`config.mk`:
```
export PLATFORM = sky130hd
export DESIGN_NAME = ping_timing_gen
export DESIGN_NICKNAME = d
export VERILOG_FILES = /design/src/rtl/ping_pkg.sv /design/src/rtl/ping_prescale.sv /design/src/rtl/ping_slot_counter.sv /design/src/rtl/ping_window.sv /design/src/rtl/ping_timing_gen.sv
export SDC_FILE = /design/constraint.sdc
export NUM_CORES = 1
export LEC_CHECK = 0
export BUFFER_PORTS_ARGS = -buffer_cell sky130_fd_sc_hd__buf_4
export CORE_ASPECT_RATIO = 1.25
export CORE_MARGIN = 4
export CORE_UTILIZATION = 25
export CTS_CLUSTER_DIAMETER = 120
export DETAILED_ROUTE_END_ITERATION = 6
export PLACE_DENSITY = 0.47
export SYNTH_ARGS = -nofsm -noshare
export SYNTH_HDL_FRONTEND = slang
export SYNTH_HIERARCHICAL = 1
export SYNTH_SLANG_ARGS = --single-unit
```
`constraint.sdc`:
```
create_clock -name clk -period 1.85 [get_ports clk]
set_input_delay 0.185 -clock clk [delete_from_list [all_inputs] [get_ports clk]]
set_output_delay 0.185 -clock clk [all_outputs]
set_load 0.05 [all_outputs]
```
`src/rtl/ping_pkg.sv`:
```
package ping_pkg;
  typedef struct packed {
    logic burst;
    logic blank_late;
    logic tx_late;
    logic blank_win;
    logic tx_win;
    logic count_clk;
    logic carrier;
  } ping_out_t;
endpackage

```
`src/rtl/ping_prescale.sv`:
```
module ping_prescale #(
  parameter int unsigned DIV = 3
) (
  input  logic clk,
  input  logic rst,
  output logic tick
);
  localparam int unsigned W = (DIV > 2) ? $clog2(DIV) : 1;
  localparam logic [W-1:0] LAST = W'(DIV - 1);

  logic [W-1:0] cnt;

  always_ff @(posedge clk) begin
    if (rst)              cnt <= '0;
    else if (cnt == LAST) cnt <= '0;
    else                  cnt <= cnt + 1'b1;
  end

  assign tick = (cnt == LAST);
endmodule

```
`src/rtl/ping_slot_counter.sv`:
```
module ping_slot_counter #(
  parameter int unsigned SLOT_W = 9
) (
  input  logic              clk,
  input  logic              rst,
  input  logic              adv,
  output logic [SLOT_W-1:0] slot
);
  always_ff @(posedge clk) begin
    if (rst)      slot <= '0;
    else if (adv) slot <= slot + 1'b1;
  end
endmodule

```
`src/rtl/ping_window.sv`:
```
module ping_window #(
  parameter int unsigned SLOT_W = 9,
  parameter int unsigned LEN    = 16
) (
  input  logic [SLOT_W-1:0] slot,
  output logic              win,
  output logic              late
);
  localparam logic [SLOT_W:0] LEN_X  = (SLOT_W+1)'(LEN);
  localparam logic [SLOT_W:0] HALF_X = (SLOT_W+1)'(LEN / 2);

  logic [SLOT_W:0] slot_x;
  assign slot_x = {1'b0, slot};
  assign win    = slot_x < LEN_X;
  assign late   = win && (slot_x >= HALF_X);
endmodule

```
`src/rtl/ping_timing_gen.sv`:
```
module ping_timing_gen #(
  parameter int unsigned PRE_DIV     = 3,
  parameter int unsigned SLOT_W      = 9,
  parameter int unsigned CARRIER_TAP = 1,
  parameter int unsigned COUNT_TAP   = 2,
  parameter int unsigned TX_SLOTS    = 16,
  parameter int unsigned BLANK_SLOTS = 64
) (
  input  logic clk,
  input  logic rst,
  output logic carrier,
  output logic count_clk,
  output logic tx_win,
  output logic blank_win,
  output logic tx_late,
  output logic blank_late,
  output logic burst
);
  import ping_pkg::*;

  localparam int unsigned NWIN = 2;
  localparam int unsigned WIN_LEN [NWIN] = '{TX_SLOTS, BLANK_SLOTS};

  logic              tick;
  logic [SLOT_W-1:0] slot;
  logic [NWIN-1:0]   win_v;
  logic [NWIN-1:0]   late_v;
  ping_out_t         nxt;
  ping_out_t         q;

  ping_prescale #(.DIV(PRE_DIV)) u_pre (
    .clk (clk),
    .rst (rst),
    .tick(tick)
  );

  ping_slot_counter #(.SLOT_W(SLOT_W)) u_slot (
    .clk (clk),
    .rst (rst),
    .adv (tick),
    .slot(slot)
  );

  for (genvar g = 0; g < NWIN; g++) begin : g_win
    ping_window #(.SLOT_W(SLOT_W), .LEN(WIN_LEN[g])) u_win (
      .slot(slot),
      .win (win_v[g]),
      .late(late_v[g])
    );
  end

  always_comb begin
    nxt            = '0;
    nxt.carrier    = slot[CARRIER_TAP];
    nxt.count_clk  = slot[COUNT_TAP];
    nxt.tx_win     = win_v[0];
    nxt.blank_win  = win_v[1];
    nxt.tx_late    = late_v[0];
    nxt.blank_late = late_v[1];
    nxt.burst      = win_v[0] & slot[CARRIER_TAP];
  end

  always_ff @(posedge clk) begin
    if (rst) q <= '0;
    else     q <= nxt;
  end

  assign carrier    = q.carrier;
  assign count_clk  = q.count_clk;
  assign tx_win     = q.tx_win;
  assign blank_win  = q.blank_win;
  assign tx_late    = q.tx_late;
  assign blank_late = q.blank_late;
  assign burst      = q.burst;
endmodule

```
==> out/metrics.csv <==
metric,value,unit
RSZ-0062 raised after global routing,no,
mapped cell area,714.4,um2
die area,0.003783,mm2
top cell type by total area after synthesis,dfxtp_1,
MaxCap Viol Count,0,
static leakage,0.3417,nW
Post-Syn Instances,67,
Rel. slew slack,72.86,%
# clock sinks,18,
Max Slew Vio Count,0,
layout cell share with drive strength beyond 1,32.47,%
ANT cells,0,
crit end category,flip-flop,
post-CTS resize count,0,
GRT Residual Overflow,0,
Clock Tree Buf Depth,2,
min Tclk post-route,1.542,ns
highest clock rate,648.6,MHz
GRT Util Overall,7.062,%
Min-Delay Path Class,primary input to flip-flop,
Pre-Repair DR Iteration Count,2,
worst-path cell chain,"inv_1, ha_1, nand4_4, or3_1, a21oi_1",
CP max-delay cell,ha_1,
drt total wl,1.132,mm
setup tns final,0,ns
crit path kind,flip-flop to flip-flop,
"Req. time, crit path",2.08,ns
WL per Instance,10.20,um
critical path peak fanout,8,
Die H,67.77,um
post-CTS setup buffers,0,
design area,844.6,um2
top-count cell post-synth,dfxtp_1,
ys flop type,dfxtp_1,
largest net degree at the start of global routing,19,
# DRC,0,
period utilisation layout,83.34,%
Root Driver,clkbuf_4,
worst path arrival time,1.77,ns
Fin Clk Skew,0.0005013,ns
post-synth top area share,50.44,%
CTS tree,done,
post-synthesis sequential area ratio,50.44,%
status,completed,
largest cells by area after synthesis,"dfxtp_1, and2b_2, xor2_1",
gp weighted congestion,0.6343,
Final Hold Vio Count,0,
Synth cell types,22,
global-route wire length before repair,2.042,mm
Startpoint Class,flip-flop,
CP top delay family,simple AND/OR/NAND/NOR gates,
Die W,55.82,um
mean area per synthesized cell,10.66,um2
Final nets,82,
insertion delay to the later sink of the worst-skew pair,0.29,ns
"Clk pin slew, worst setup/hold paths",0.10,ns
io pins,9,
DR vias,487,
Post-Syn Nets,71,
Ys Warns,6,
TritonCTS Buffers,3,
Buf/Inv on CP,1,
VDD IR max,0.2095,mV
"flops & latches, synth",18,
htree depth,1,
Starting Density,26.40,%
Worst Tran Pin Value,0.4071,ns
Row Count,21,
area delta synth->final,18.21,%
core area,0.002706,mm2
asr flop ratio synth,0,%
drt initial violations,9,
CP max stage delay,0.40,ns
total power,0.7326,mW
post-route ant nets,0,
Port Buffers,8,
Power Dens Cells,867.5,mW/mm2
HPWL after detailed placement,790.3,um
R2R Setup Slk,0.31,ns
final setup fails,0,
vias in the first global route,463,
Post-synth top cells,"dfxtp_1, and2b_2, nor2_1",
Fin Hold WS,0.1747,ns
initial antenna violation count,0,
hold_buf cts,0,
"EDFF count, synth",0,
DP Area,808.3,um2
routed vias/inst,4.387,
-- logic make-up (layout without fill, tap and decap cells) --
kind of cell    after synthesis  count (layout)  synth area share (%)
simple gates                 31              31                 32.40
mux                           1               1                 1.401
xor+xnor                      4               4                 4.905
fa+ha+maj                     2               2                 3.502
compound gates                8               8                 5.604
flops                        18              18                 50.44
buf+inv                       3              13                 1.750
-- per-stage QoR --
step	cells	util [%]	worst slack [ns]
after floorplan	67	-	0.4669
after detailed placement	107	29.87	0.3374
after CTS	111	31.21	0.3114
after global placement	107	29.87	0.3551
final	111	31.21	0.3082
after global routing	111	31.21	0.1711
-- per-layer routing --
metal / global-route usage (%) / wire (um)
met4: 5.341 / 24
met3: 1.912 / 59
met1: 8.372 / 544
met5: 0 / 0
met2: 10.95 / 504
-- flip-flops by register name, summed over array words and instances (netlist names) --
| signal | count |
|---|---|
| burst | 1 |
| carrier | 1 |
| count_clk | 1 |
| blank_late | 1 |
| u_slot/slot | 9 |
| tx_late | 1 |
| u_pre/cnt | 2 |
| blank_win | 1 |
| tx_win | 1 |
-- power by group --
part	internal (mW)	switching, mW	total [mW]
Clock	0.120	0.122	0.241
Combinational	0.0314	0.0427	0.0741
Sequential	0.405	0.0124	0.417
-- layout make-up --
class,count,area [um2]
Tap cell,34,42.54
Clock buffer,4,36.28
Multi-Input combinational cell,46,341.6
Timing Repair Buffer,8,60.06
Inverter,1,3.754
Fill cell,280,1862
Sequential cell,18,360.3
-- final timing paths --
check	from	to	cells past startpoint
max reg2reg	u_pre/cnt[0]	u_slot/slot[8]	5
max	u_pre/cnt[0]	u_slot/slot[8]	5
min reg2reg	u_pre/cnt[0]	u_pre/cnt[0]	1
min	rst	u_pre/cnt[1]	2
-- cells in the final DEF (no fill, tap or decap), drive strengths merged, types with 2 or more instances in the layout --
cell type	n
a21oi	4
and2b	6
buf	8
clkbuf	4
dfxtp	18
ha	2
nand2	3
nand4	5
nor2	6
nor3	3
o21ai	4
or3	4
xor2	3
(Power assumes the default switching activity.)
